--- src/rtl/irq_fetch_pkg.sv ---
package irq_fetch_pkg;

  typedef enum logic [2:0] {
    ST_IDLE,
    ST_ARMED,
    ST_VEC0,
    ST_VEC1,
    ST_HOLD
  } seqState_t;

  typedef struct packed {
    logic accept;
    logic useVec0;
    logic useVec1;
    logic holdPc;
  } ctrlStrobe_t;

endpackage

--- src/rtl/irq_fetch_ctrl.sv ---
module irq_fetch_ctrl
  import irq_fetch_pkg::*;
(
  input  logic        clk,
  input  logic        rstN,
  input  logic        anyPending,
  input  logic        instrBoundary,
  input  logic        excDone,
  output ctrlStrobe_t strobe
);

  seqState_t stateReg, stateNext;

  always_ff @(posedge clk or negedge rstN) begin
    if (!rstN) stateReg <= ST_IDLE;
    else       stateReg <= stateNext;
  end

  always_comb begin
    stateNext = stateReg;
    unique case (stateReg)
      ST_IDLE:  if (anyPending && instrBoundary) stateNext = ST_ARMED;
      ST_ARMED: stateNext = ST_VEC0;
      ST_VEC0:  stateNext = ST_VEC1;
      ST_VEC1:  stateNext = ST_HOLD;
      ST_HOLD:  if (excDone) stateNext = ST_IDLE;
      default:  stateNext = ST_IDLE;
    endcase
  end

  always_comb begin
    strobe.accept  = (stateReg == ST_IDLE) && anyPending && instrBoundary;
    strobe.useVec0 = (stateReg == ST_VEC0);
    strobe.useVec1 = (stateReg == ST_VEC1);
    strobe.holdPc  = (stateReg == ST_VEC0) || (stateReg == ST_VEC1) ||
                     (stateReg == ST_HOLD);
  end

endmodule

--- src/rtl/irq_fetch_dpath.sv ---
module irq_fetch_dpath
  import irq_fetch_pkg::*;
#(
  parameter int NUM_REQ = 4,
  parameter int ADDR_W  = 16
) (
  input  logic                      clk,
  input  logic                      rstN,
  input  logic [NUM_REQ-1:0]        irqReq,
  input  logic [NUM_REQ*ADDR_W-1:0] vecAddr,
  input  logic [ADDR_W-1:0]         pcAddr,
  input  ctrlStrobe_t               strobe,
  output logic                      anyPending,
  output logic [ADDR_W-1:0]         progAddr,
  output logic                      pcHold,
  output logic [NUM_REQ-1:0]        irqAck
);

  localparam int IDX_W = (NUM_REQ > 1) ? $clog2(NUM_REQ) : 1;

  logic [NUM_REQ-1:0] pendReg;
  logic [NUM_REQ-1:0] winMask;
  logic [NUM_REQ-1:0] ackReg;
  logic [IDX_W-1:0]   winIdx;
  logic [ADDR_W-1:0]  vecReg;
  logic [ADDR_W-1:0]  vecArr [NUM_REQ];

  for (genvar g = 0; g < NUM_REQ; g++) begin : g_slice
    assign vecArr[g] = vecAddr[g*ADDR_W +: ADDR_W];
  end

  // lowest index wins: scan from the top so the last hit is the lowest
  always_comb begin
    winIdx = '0;
    for (int i = NUM_REQ - 1; i >= 0; i--) begin
      if (pendReg[i]) winIdx = IDX_W'(i);
    end
  end

  assign winMask    = NUM_REQ'(1) << winIdx;
  assign anyPending = |pendReg;

  always_ff @(posedge clk or negedge rstN) begin
    if (!rstN) begin
      pendReg <= '0;
      ackReg  <= '0;
      vecReg  <= '0;
    end else begin
      pendReg <= (pendReg & ~(strobe.accept ? winMask : '0)) | irqReq;
      ackReg  <= strobe.accept ? winMask : '0;
      if (strobe.accept) vecReg <= vecArr[winIdx];
    end
  end

  always_comb begin
    if (strobe.useVec0)      progAddr = vecReg;
    else if (strobe.useVec1) progAddr = vecReg + ADDR_W'(1);
    else                     progAddr = pcAddr;
  end

  assign pcHold = strobe.holdPc;
  assign irqAck = ackReg;

endmodule

--- src/rtl/irq_fetch_inserter.sv ---
module irq_fetch_inserter
  import irq_fetch_pkg::*;
#(
  parameter int NUM_REQ = 4,
  parameter int ADDR_W  = 16
) (
  input  logic                      clk,
  input  logic                      rstN,
  input  logic [NUM_REQ-1:0]        irqReq,
  input  logic [NUM_REQ*ADDR_W-1:0] vecAddr,
  input  logic [ADDR_W-1:0]         pcAddr,
  input  logic                      instrBoundary,
  input  logic                      excDone,
  output logic [ADDR_W-1:0]         progAddr,
  output logic                      pcHold,
  output logic [NUM_REQ-1:0]        irqAck
);

  ctrlStrobe_t strobe;
  logic        anyPending;

  irq_fetch_ctrl u_ctrl (
    .clk          (clk),
    .rstN         (rstN),
    .anyPending   (anyPending),
    .instrBoundary(instrBoundary),
    .excDone      (excDone),
    .strobe       (strobe)
  );

  irq_fetch_dpath #(
    .NUM_REQ(NUM_REQ),
    .ADDR_W (ADDR_W)
  ) u_dpath (
    .clk       (clk),
    .rstN      (rstN),
    .irqReq    (irqReq),
    .vecAddr   (vecAddr),
    .pcAddr    (pcAddr),
    .strobe    (strobe),
    .anyPending(anyPending),
    .progAddr  (progAddr),
    .pcHold    (pcHold),
    .irqAck    (irqAck)
  );

endmodule

--- config.mk ---
export PLATFORM = sky130hd
export DESIGN_NAME = irq_fetch_inserter
export DESIGN_NICKNAME = d
export VERILOG_FILES = /design/src/rtl/irq_fetch_pkg.sv /design/src/rtl/irq_fetch_ctrl.sv /design/src/rtl/irq_fetch_dpath.sv /design/src/rtl/irq_fetch_inserter.sv
export SDC_FILE = /design/constraint.sdc
export NUM_CORES = 1
export LEC_CHECK = 0
export BUFFER_PORTS_ARGS = -buffer_cell sky130_fd_sc_hd__buf_4
export CAP_MARGIN = 20
export CORE_AREA = 2 2 77 79
export CTS_CLUSTER_DIAMETER = 40
export DETAILED_ROUTE_END_ITERATION = 7
export DIE_AREA = 0 0 79 81
export PLACE_DENSITY = 0.75
export SLEW_MARGIN = 20
export SYNTH_ARGS = -nofsm -noshare
export SYNTH_HDL_FRONTEND = slang
export SYNTH_SLANG_ARGS = --single-unit
export TNS_END_PERCENT = 5
--- constraint.sdc ---
create_clock -name clk -period 2 [get_ports clk]
set_input_delay 0.1 -clock clk [delete_from_list [all_inputs] [get_ports clk]]
set_output_delay 0.1 -clock clk [all_outputs]
set_load 0.05 [all_outputs]
==> results of run 1 <==
[worst register-to-register path, cell delays in order, from the launching register on]
cell,delay (ns)
dfrtp_2,0.46
buf_4,0.15
or4_1,0.50
buf_4,0.23
a21oi_1,0.15
a31oi_1,0.11
[cells in the mapped netlist (all sizes together)]
| library cell | instances |
|---|---|
| a31oi | 14 |
| clkbuf | 9 |
| nand3b | 14 |
| a21o | 3 |
| or4 | 1 |
| o41ai | 1 |
| a21oi | 16 |
| a22oi | 16 |
| nor4b | 1 |
| buf | 8 |
| xnor2 | 12 |
| or2 | 1 |
| and3 | 1 |
| dfrtp | 27 |
| nand2 | 24 |
| a221oi | 2 |
| nand4 | 5 |
| and3b | 2 |
| nor2 | 17 |
| and2 | 1 |
| inv | 6 |
| nor3b | 2 |
| nand3 | 4 |
| nor3 | 5 |
| mux2i | 1 |
| nor4 | 5 |
| a211oi | 1 |
| xor2 | 4 |
| o22ai | 1 |
| o21ai | 17 |
| nand2b | 2 |
| ha | 1 |
[worst paths after layout]
kind                                    start                 end  slack, ns  cells past startpoint
max                         u_dpath.vecReg[0]        progAddr[10]       0.08                      6
min                                 irqReq[0]  u_dpath.pendReg[0]      0.006                      2
max reg2reg                u_ctrl.stateReg[0]  u_dpath.vecReg[14]       0.28                      5
min reg2reg                u_ctrl.stateReg[2]  u_ctrl.stateReg[1]       0.56                      1
max in group asynchronous                rstN   u_dpath.vecReg[5]       1.45                      2
min in group asynchronous                rstN   u_dpath.irqAck[0]       0.27                      2
[cell type report]
type,instances,share of cell area
multi-input combinational,174,0.3915
inverter,6,0.007692
clock buffer,4,0.01538
tap,75,0.03205
timing repair buffer,124,0.3209
sequential,27,0.2325
[cells by family after synthesis]
group / after synthesis
AND/OR/NAND/NOR: 85
AO/OA/AOI/OAI: 71
flip-flops: 27
buffers and inverters: 23
XOR/XNOR: 16
multiplexers: 1
adder cells (fa/ha/maj): 1
[flip-flops by register name, indices dropped and copies added (netlist names)]
name,cells
u_dpath.vecReg,16
u_ctrl.stateReg,3
u_dpath.irqAck,4
u_dpath.pendReg,4
[metrics by stage]
step,util,instance area [um2]
3_3_place_gp,0.4874,2766
4_1_cts,0.5002,2839
5_1_grt,0.5159,2928
6_report,0.5159,2928
2_1_floorplan,-,1877
3_5_place_dp,0.4874,2766
[per-layer routing]
metal | global-route usage | vias to the layer above | share of wire
met3 | 0.02556 | 4 | 0.065
met5 | 0 | - | 0
met4 | 0.05000 | 0 | 0.0096
met1 | 0.2365 | 1004 | 0.42
li1 | - | 1038 | -
met2 | 0.3254 | 78 | 0.51
[power groups by stage]
stage	Combinational (mW)	Clock (mW)	Sequential [mW]
global placement	2.61	0	1.05
finish	2.77	0.315	1.08
floorplan	1.91	0	0.998
CTS	2.66	0.320	1.05
global route	3.00	0.336	1.12
detailed placement	2.64	0	1.06
[repair_timing]
action                                 4_1_cts  5_1_grt
pin swaps                                    1        3
hold buffers                                 2        0
endpoints found under the hold margin       28        0
gates resized for setup                      0       14
setup buffers                                1        4
setup endpoints to repair                    1        9
==> reports/qor.yml, run 1 <==
setup_path:
  end_kind: "output pin"
  cp_slowest_cell: "dfrtp_1"
  worstPathCellList: "ha_2 > nand3_2 > nor3_1 > xnor2_1 > o21ai_0 > buf_4"
  path_class: "register to output pin"
  critPathRequiredTime_ns: 1.90
  path_buf_inv: 1
  cp_max_fo: 4
  arrival_ns: 1.82
  crit_family: "simple AND/OR/NAND/NOR gates"
  slowest_delay_ns: 0.42
  start_kind: "register"
sta:
  finalCritPeriodShare: 0.9619
  grt_setup_unrepaired: "yes"
  setup_ws_ns: 0.07627
  fin_crit_ns: 1.924
  setup_viol: 0
  finClkSkew_ns: 0.001559
  fin_setup_tns_ns: 0
  max_freq_mhz: 519.8
  tightest_slew_ns: 0.3962
  whs_ns: 0.006200
  finalMaxSlewViolations: 0
  slew_headroom: 0.7358
  hold_violations: 0
placed_design:
  port_buffers: 108
  placed_cells: 399
  dp_slack_ns: 0.2780
  place_hpwl_um: 4547
  place_congestion: 0.8036
pwr:
  finalPower_mw: 4.160
  swShare: 0.5356
  clock_power_share: 0.076
  comb_power_share: 0.665
  seqPwrFrac: 0.259
  peakVddDrop_mv: 0.7421
  p_int_mw: 1.931
  p_sw_mw: 2.228
  power_density_nw_per_um2: 1421
  cellLeakagePower_nw: 1.284
route:
  first_iter_violations: 97
  routed_wirelength_um: 5910
  via_per_inst: 5.180
  ant_nets: 0
  wl_per_cell_um: 14.41
  vias: 2124
  drc_errors: 0
  firstDrtPassIters: 4
die:
  die_w_um: 79
  chipHeight_um: 81
  placementRows: 28
  ioPinCount: 109
  core_um2: 5675
  die_area_um2: 6399
  start_util: 0.3307
outcome:
  status: "finished clean"
cells_and_area:
  drive_above_1_share: 0.4209
  multiInputGateArea_um2: 1146
  layout_common_cells: "121 x buf_4, 24 x nand2_1, 23 x dfrtp_1"
  layout.nets: 425
  fillCellCount: 571
  final_common_cell: "buf_4"
  regArea_um2: 680.7
  instances_no_fill: 410
  antenna_cells: 0
  area_delta_synth_final_pct: 56.00
clock_network:
  cts.clk_slew.worst_paths_ns: 0.09
  cts_tree: "done"
  cts_root_buffer: "clkbuf_8"
  htreeDepth: 1
  clock_latency_ns: 0.27
  cts_buffers: 3
  clock_tree.buffer_depth: 2
  cts_sinks: 27
synth:
  synth_area_per_cell_um2: 8.379
  synthMuxAreaShare: 0.005333
  synth_top_family_by_area: "simple AND/OR/NAND/NOR gates"
  synth_area_um2: 1877
  synth_nets: 313
  synth_fa_ha_area_frac: 0.006667
  ys_types: 37
  synth_compound_area_frac: 0.2420
  yosysTopAreaCellShare: 0.3600
  ys_seq_area_frac: 0.3600
  synth_largest_area_cell: "dfrtp_1"
  ys_warn_count: 0
  synth_area_leaders: "dfrtp_1 36%, a22oi_1 6.4%, nand3b_1 5.6%, xnor2_1 5.6%, nand2_1 4.8%"
  synth-simple-area-share: 0.2553
  yosys_register_bits: 27
  synth_cells: 224
  synth_xor_area_frac: 0.07467
min_path:
  hold_path.class: "primary input to register"
run:
  drv_cap: 0
grt:
  grt_start_max_net_pins: 33
  grt_pass1_vias: 2014
  grt_overflow: 0
  track_usage: 0.1840
  grt_pass1_wl_um: 9349
  antenna_found_initial: 0
Power figures use the tool's default switching activity.
==> run 2: changes to the inputs <==
--- a/config.mk
+++ b/config.mk
@@ -7,12 +7,13 @@
 export LEC_CHECK = 0
 export BUFFER_PORTS_ARGS = -buffer_cell sky130_fd_sc_hd__buf_4
 export CAP_MARGIN = 20
-export CORE_AREA = 2 2 77 79
+export CORE_AREA = 2 2 88 69
 export CTS_CLUSTER_DIAMETER = 40
 export DETAILED_ROUTE_END_ITERATION = 7
-export DIE_AREA = 0 0 79 81
-export PLACE_DENSITY = 0.75
-export SLEW_MARGIN = 20
+export DIE_AREA = 0 0 90 71
+export PLACE_DENSITY = 0.76
+export REMOVE_ABC_BUFFERS = 1
+export SLEW_MARGIN = 10
 export SYNTH_ARGS = -nofsm -noshare
 export SYNTH_HDL_FRONTEND = slang
 export SYNTH_SLANG_ARGS = --single-unit
==> reports/qor.yml, run 2 (synthesized netlist as in run 1, its figures left out) <==
outcome:
  status: "finished clean"
sta:
  finalMaxSlewViolations: 0
  fin_crit_ns: 1.913
  tightest_slew_ns: 0.4064
  setup_viol: 0
  finClkSkew_ns: 0.001251
  grt_setup_unrepaired: "yes"
  slew_headroom: 0.7281
  setup_ws_ns: 0.08745
  max_freq_mhz: 522.9
  finalCritPeriodShare: 0.9563
  hold_violations: 0
min_path:
  hold_path.class: "primary input to register"
  min_to: "u_dpath.pendReg[2]"
  min_from: "irqReq[2]"
  hold_path_depth: 2
setup_path:
  slowest_delay_ns: 0.46
  end_kind: "output pin"
  worstRegToRegCells: 5
  path_class: "register to output pin"
  cp_max_fo: 4
  start_kind: "register"
  worstPathCellList: "ha_4 > nand3_4 > nor4_4 > xnor2_1 > o21ai_0 > buf_4"
  cp_slowest_cell: "dfrtp_1"
  arrival_ns: 1.81
  critPathRequiredTime_ns: 1.90
  ff2ff_setup_slack_ns: 0.35
  crit_family: "flip-flops"
  r2r_end: "u_dpath.vecReg[0]"
  r2r-start: "u_dpath.pendReg[1]"
  path_buf_inv: 1
  crit_path_start: "u_dpath.vecReg[0]"
die:
  chipHeight_um: 71
  ioPinCount: 109
  start_util: 0.3360
  die_w_um: 90
  core_um2: 5585
  placementRows: 24
  die_area_um2: 6390
pwr:
  cellLeakagePower_nw: 1.312
  clock_power_share: 0.072
  power_density_nw_per_um2: 1427
  swShare: 0.5355
  p_sw_mw: 2.282
  comb_power_share: 0.671
  seqPwrFrac: 0.257
  peakVddDrop_mv: 0.4871
  p_int_mw: 1.979
route:
  first_iter_violations: 141
  wl_met1_um: 2577
  routed_wirelength_um: 5925
  met2_length_um: 2884
  wl_per_cell_um: 14.21
  wl_met3_um: 435
  firstDrtPassIters: 4
  drc_errors: 0
  vias: 2096
  ant_nets: 0
  highest_layer: "met4"
  via_per_inst: 5.026
clock_network:
  clock_tree.buffer_depth: 2
  cts.clk_slew.worst_paths_ns: 0.09
  cts_tree: "done"
  cts_sinks: 27
  clock_latency_ns: 0.27
  cts_root_buffer: "clkbuf_8"
  htreeDepth: 1
  cts_buffers: 3
grt:
  antenna_found_initial: 0
  grt_pass1_wl_um: 9087
  grt_start_max_net_pins: 31
  track_usage: 0.1748
  grt_pass1_vias: 1854
  grt_overflow: 0
cells_and_area:
  design_area_um2: 2985
  top_register: "u_dpath.vecReg"
  drive_above_1_share: 0.4307
  layout.nets: 429
  layout_common_cells: "126 x buf_4, 24 x nand2_1, 22 x dfrtp_1"
  utilization: 0.5345
  largest_reg_flops: 16
  final_common_cell: "buf_4"
  area_delta_synth_final_pct: 59.07
  antenna_cells: 0
placed_design:
  placed_cell_area_um2: 2785
  place_congestion: 0.7884
  dp_slack_ns: 0.2069
  port_buffers: 108
  place_hpwl_um: 4570
run:
  drv_cap: 0
run 2: power groups by stage:
stage | registers (mW) | logic (mW) | clock network (mW)
3_5_place_dp | 1.07 | 2.67 | 0
6_report | 1.10 | 2.86 | 0.305
3_3_place_gp | 1.05 | 2.65 | 0
5_1_grt | 1.13 | 3.06 | 0.330
2_1_floorplan | 1.06 | 1.77 | 0
4_1_cts | 1.06 | 2.71 | 0.310
run 2: cell type report:
class                           instances  area (um2)
Timing Repair Buffer                  128       965.9
Fill cell                             538        2600
Clock buffer                            4       45.04
Sequential cell                        27       681.9
Tap cell                               78       97.59
Inverter                                6       22.52
Multi-Input combinational cell        174        1172
run 2: repair_timing:
item,in CTS,in global routing
hold buffers,2,0
gates resized for setup,3,13
pin swaps,1,3
endpoints found under the hold margin,28,0
endpoints found under the setup margin,4,7
buffers inserted,2,5
run 2: how the worst max path moves through the flow:
stage | to | slack [ns] | cells after the start
2_1_floorplan | progAddr[15] | -0.43 | 4
3_3_place_gp | progAddr[15] | 0.29 | 5
3_5_place_dp | progAddr[15] | 0.21 | 5
4_1_cts | progAddr[14] | -0.03 | 6
5_1_grt | progAddr[12] | -0.02 | 6
6_report | progAddr[12] | 0.09 | 6
run 2: per-layer routing:
| layer | vias to the layer above | GRT usage |
|---|---|---|
| li1 | 1043 | - |
| met1 | 961 | 0.2340 |
| met2 | 85 | 0.3024 |
| met3 | 7 | 0.03621 |
| met4 | 0 | 0.02393 |
| met5 | - | 0 |
run 2: per-stage QoR:
stage          setup TNS (ns)  hold WS (ns)  power, mW  cells
6_report                    0      0.007306      4.261    417
5_1_grt              -0.03528     0.0007516      4.522    417
4_1_cts              -0.02597      0.006399      4.080    412
3_5_place_dp                0       0.03018      3.741    404
3_3_place_gp                0       0.03476      3.691    404
2_1_floorplan          -4.882       -0.1956      2.821    207
==> run 3: changes to the inputs <==
--- a/config.mk
+++ b/config.mk
@@ -12,6 +12,7 @@
 export DETAILED_ROUTE_END_ITERATION = 7
 export DIE_AREA = 0 0 90 71
 export PLACE_DENSITY = 0.76
+export RECOVER_POWER = 100
 export REMOVE_ABC_BUFFERS = 1
 export SLEW_MARGIN = 10
 export SYNTH_ARGS = -nofsm -noshare
==> reports/qor.yml, run 3 (synthesized netlist as in run 1, its figures left out) <==
setup_path:
  path_class: "register to output pin"
  crit_family: "flip-flops"
  crit_path_start: "u_dpath.vecReg[0]"
  cp_max_fo: 4
  critPathRequiredTime_ns: 1.90
  path_buf_inv: 1
  cp_slowest_cell: "dfrtp_1"
  ff2ff_setup_slack_ns: 0.35
  end_kind: "output pin"
  arrival_ns: 1.81
  slowest_delay_ns: 0.46
  worstRegToRegCells: 5
  start_kind: "register"
  worstPathCellList: "ha_4 > nand3_4 > nor4_4 > xnor2_1 > o21ai_0 > buf_4"
  r2r_end: "u_dpath.vecReg[0]"
  r2r-start: "u_dpath.pendReg[1]"
die:
  die_w_um: 90
  core_um2: 5585
  ioPinCount: 109
  start_util: 0.3360
  chipHeight_um: 71
  die_area_um2: 6390
  placementRows: 24
clock_network:
  cts_sinks: 27
  clock_tree.buffer_depth: 2
  cts.clk_slew.worst_paths_ns: 0.09
  cts_root_buffer: "clkbuf_8"
  clock_latency_ns: 0.27
  cts_buffers: 3
  cts_tree: "done"
  htreeDepth: 1
grt:
  grt_overflow: 0
  antenna_found_initial: 0
  grt_start_max_net_pins: 31
  grt_pass1_vias: 1854
  track_usage: 0.1748
  grt_pass1_wl_um: 9087
route:
  ant_nets: 0
  met2_length_um: 2880
  routed_wirelength_um: 5912
  via_per_inst: 5.010
  firstDrtPassIters: 4
  wl_met1_um: 2560
  highest_layer: "met4"
  drc_errors: 0
  wl_per_cell_um: 14.18
  wl_met3_um: 427
  vias: 2089
  first_iter_violations: 140
sta:
  slew_headroom: 0.5987
  tightest_slew_ns: 0.6046
  grt_setup_unrepaired: "yes"
  finalMaxSlewViolations: 0
  finClkSkew_ns: 0.002054
  max_freq_mhz: 523.3
  fin_setup_tns_ns: 0
  hold_violations: 0
  whs_ns: 0.007321
  finalCritPeriodShare: 0.9554
  fin_crit_ns: 1.911
  setup_viol: 0
min_path:
  hold_path.class: "primary input to register"
  min_from: "irqReq[2]"
  min_to: "u_dpath.pendReg[2]"
  hold_path_depth: 2
cells_and_area:
  regArea_um2: 681.9
  layout.nets: 429
  largest_reg_flops: 16
  top_register: "u_dpath.vecReg"
  area_delta_synth_final_pct: 58.27
  antenna_cells: 0
  layout_common_cells: "122 x buf_4, 24 x nand2_1, 22 x dfrtp_1"
  multiInputGateArea_um2: 1172
  fillCellCount: 543
  drive_above_1_share: 0.4189
  final_common_cell: "buf_4"
pwr:
  cellLeakagePower_nw: 1.295
  power_density_nw_per_um2: 1431
  peakVddDrop_mv: 0.4859
placed_design:
  place_hpwl_um: 4570
  place_congestion: 0.7884
  port_buffers: 108
outcome:
  status: "finished clean"
run:
  drv_cap: 0
## run 3: changes by cell type in the layout (fill, tap and decap cells not counted), sizes merged
cell	previous run	this run
buf	126	122
clkbuf	4	8
## run 3: power breakdown
group / internal [mW] / leakage (nW) / switching (mW)
Combinational: 1.06 / 0.971 / 1.79
Sequential: 0.767 / 0.301 / 0.329
Clock: 0.142 / 0.0228 / 0.162
Total: 1.97 / 1.29 / 2.28
## run 3: final cells by class
type	instances	area share
Sequential cell	27	0.2296
Clock buffer	4	0.01516
Timing Repair Buffer	128	0.3201
Inverter	6	0.007582
Tap cell	78	0.03286
Multi-Input combinational cell	174	0.3947
## run 3: layer usage
metal | vias up | global-route usage
met5 | - | 0
met4 | 0 | 0.02393
met3 | 9 | 0.03621
met2 | 82 | 0.3024
met1 | 954 | 0.2340
li1 | 1044 | -
## run 3: worst register-to-register path, cell delays in order (launching register included)
cell	delay, ns
dfrtp_1	0.41
o41ai_4	0.49
or4_1	0.18
buf_4	0.24
a21oi_1	0.07
a31oi_1	0.19
## run 3: worst max-delay path by stage
stage                              end  slack [ns]  depth (start not counted)
after CTS                 progAddr[14]       -0.03                          6
after floorplan           progAddr[15]       -0.43                          4
final                     progAddr[12]        0.09                          6
after global routing      progAddr[12]       -0.02                          6
after detailed placement  progAddr[15]        0.21                          5
after global placement    progAddr[15]        0.29                          5
## run 3: timing repair
action / 4_1_cts / 5_1_grt
hold buffers: 2 / 0
setup endpoints to repair: 4 / 7
cloned: 0 / 0
setup buffers: 2 / 5
pin swaps: 1 / 3
hold endpoints to repair: 28 / 0
resized for setup: 3 / 13
## run 3: through the flow
| stage | instance area, um2 | cells | utilization | worst slack [ns] | total power [mW] |
|---|---|---|---|---|---|
| 2_1_floorplan | 1794 | 207 | - | -0.4349 | 2.821 |
| 3_3_place_gp | 2785 | 404 | 0.4987 | 0.2904 | 3.691 |
| 3_5_place_dp | 2785 | 404 | 0.4987 | 0.2069 | 3.741 |
| 4_1_cts | 2879 | 412 | 0.5155 | -0.02597 | 4.080 |
| 5_1_grt | 2970 | 417 | 0.5318 | -0.02083 | 4.513 |
| 6_report | 2970 | 417 | 0.5318 | 0.08913 | 4.250 |
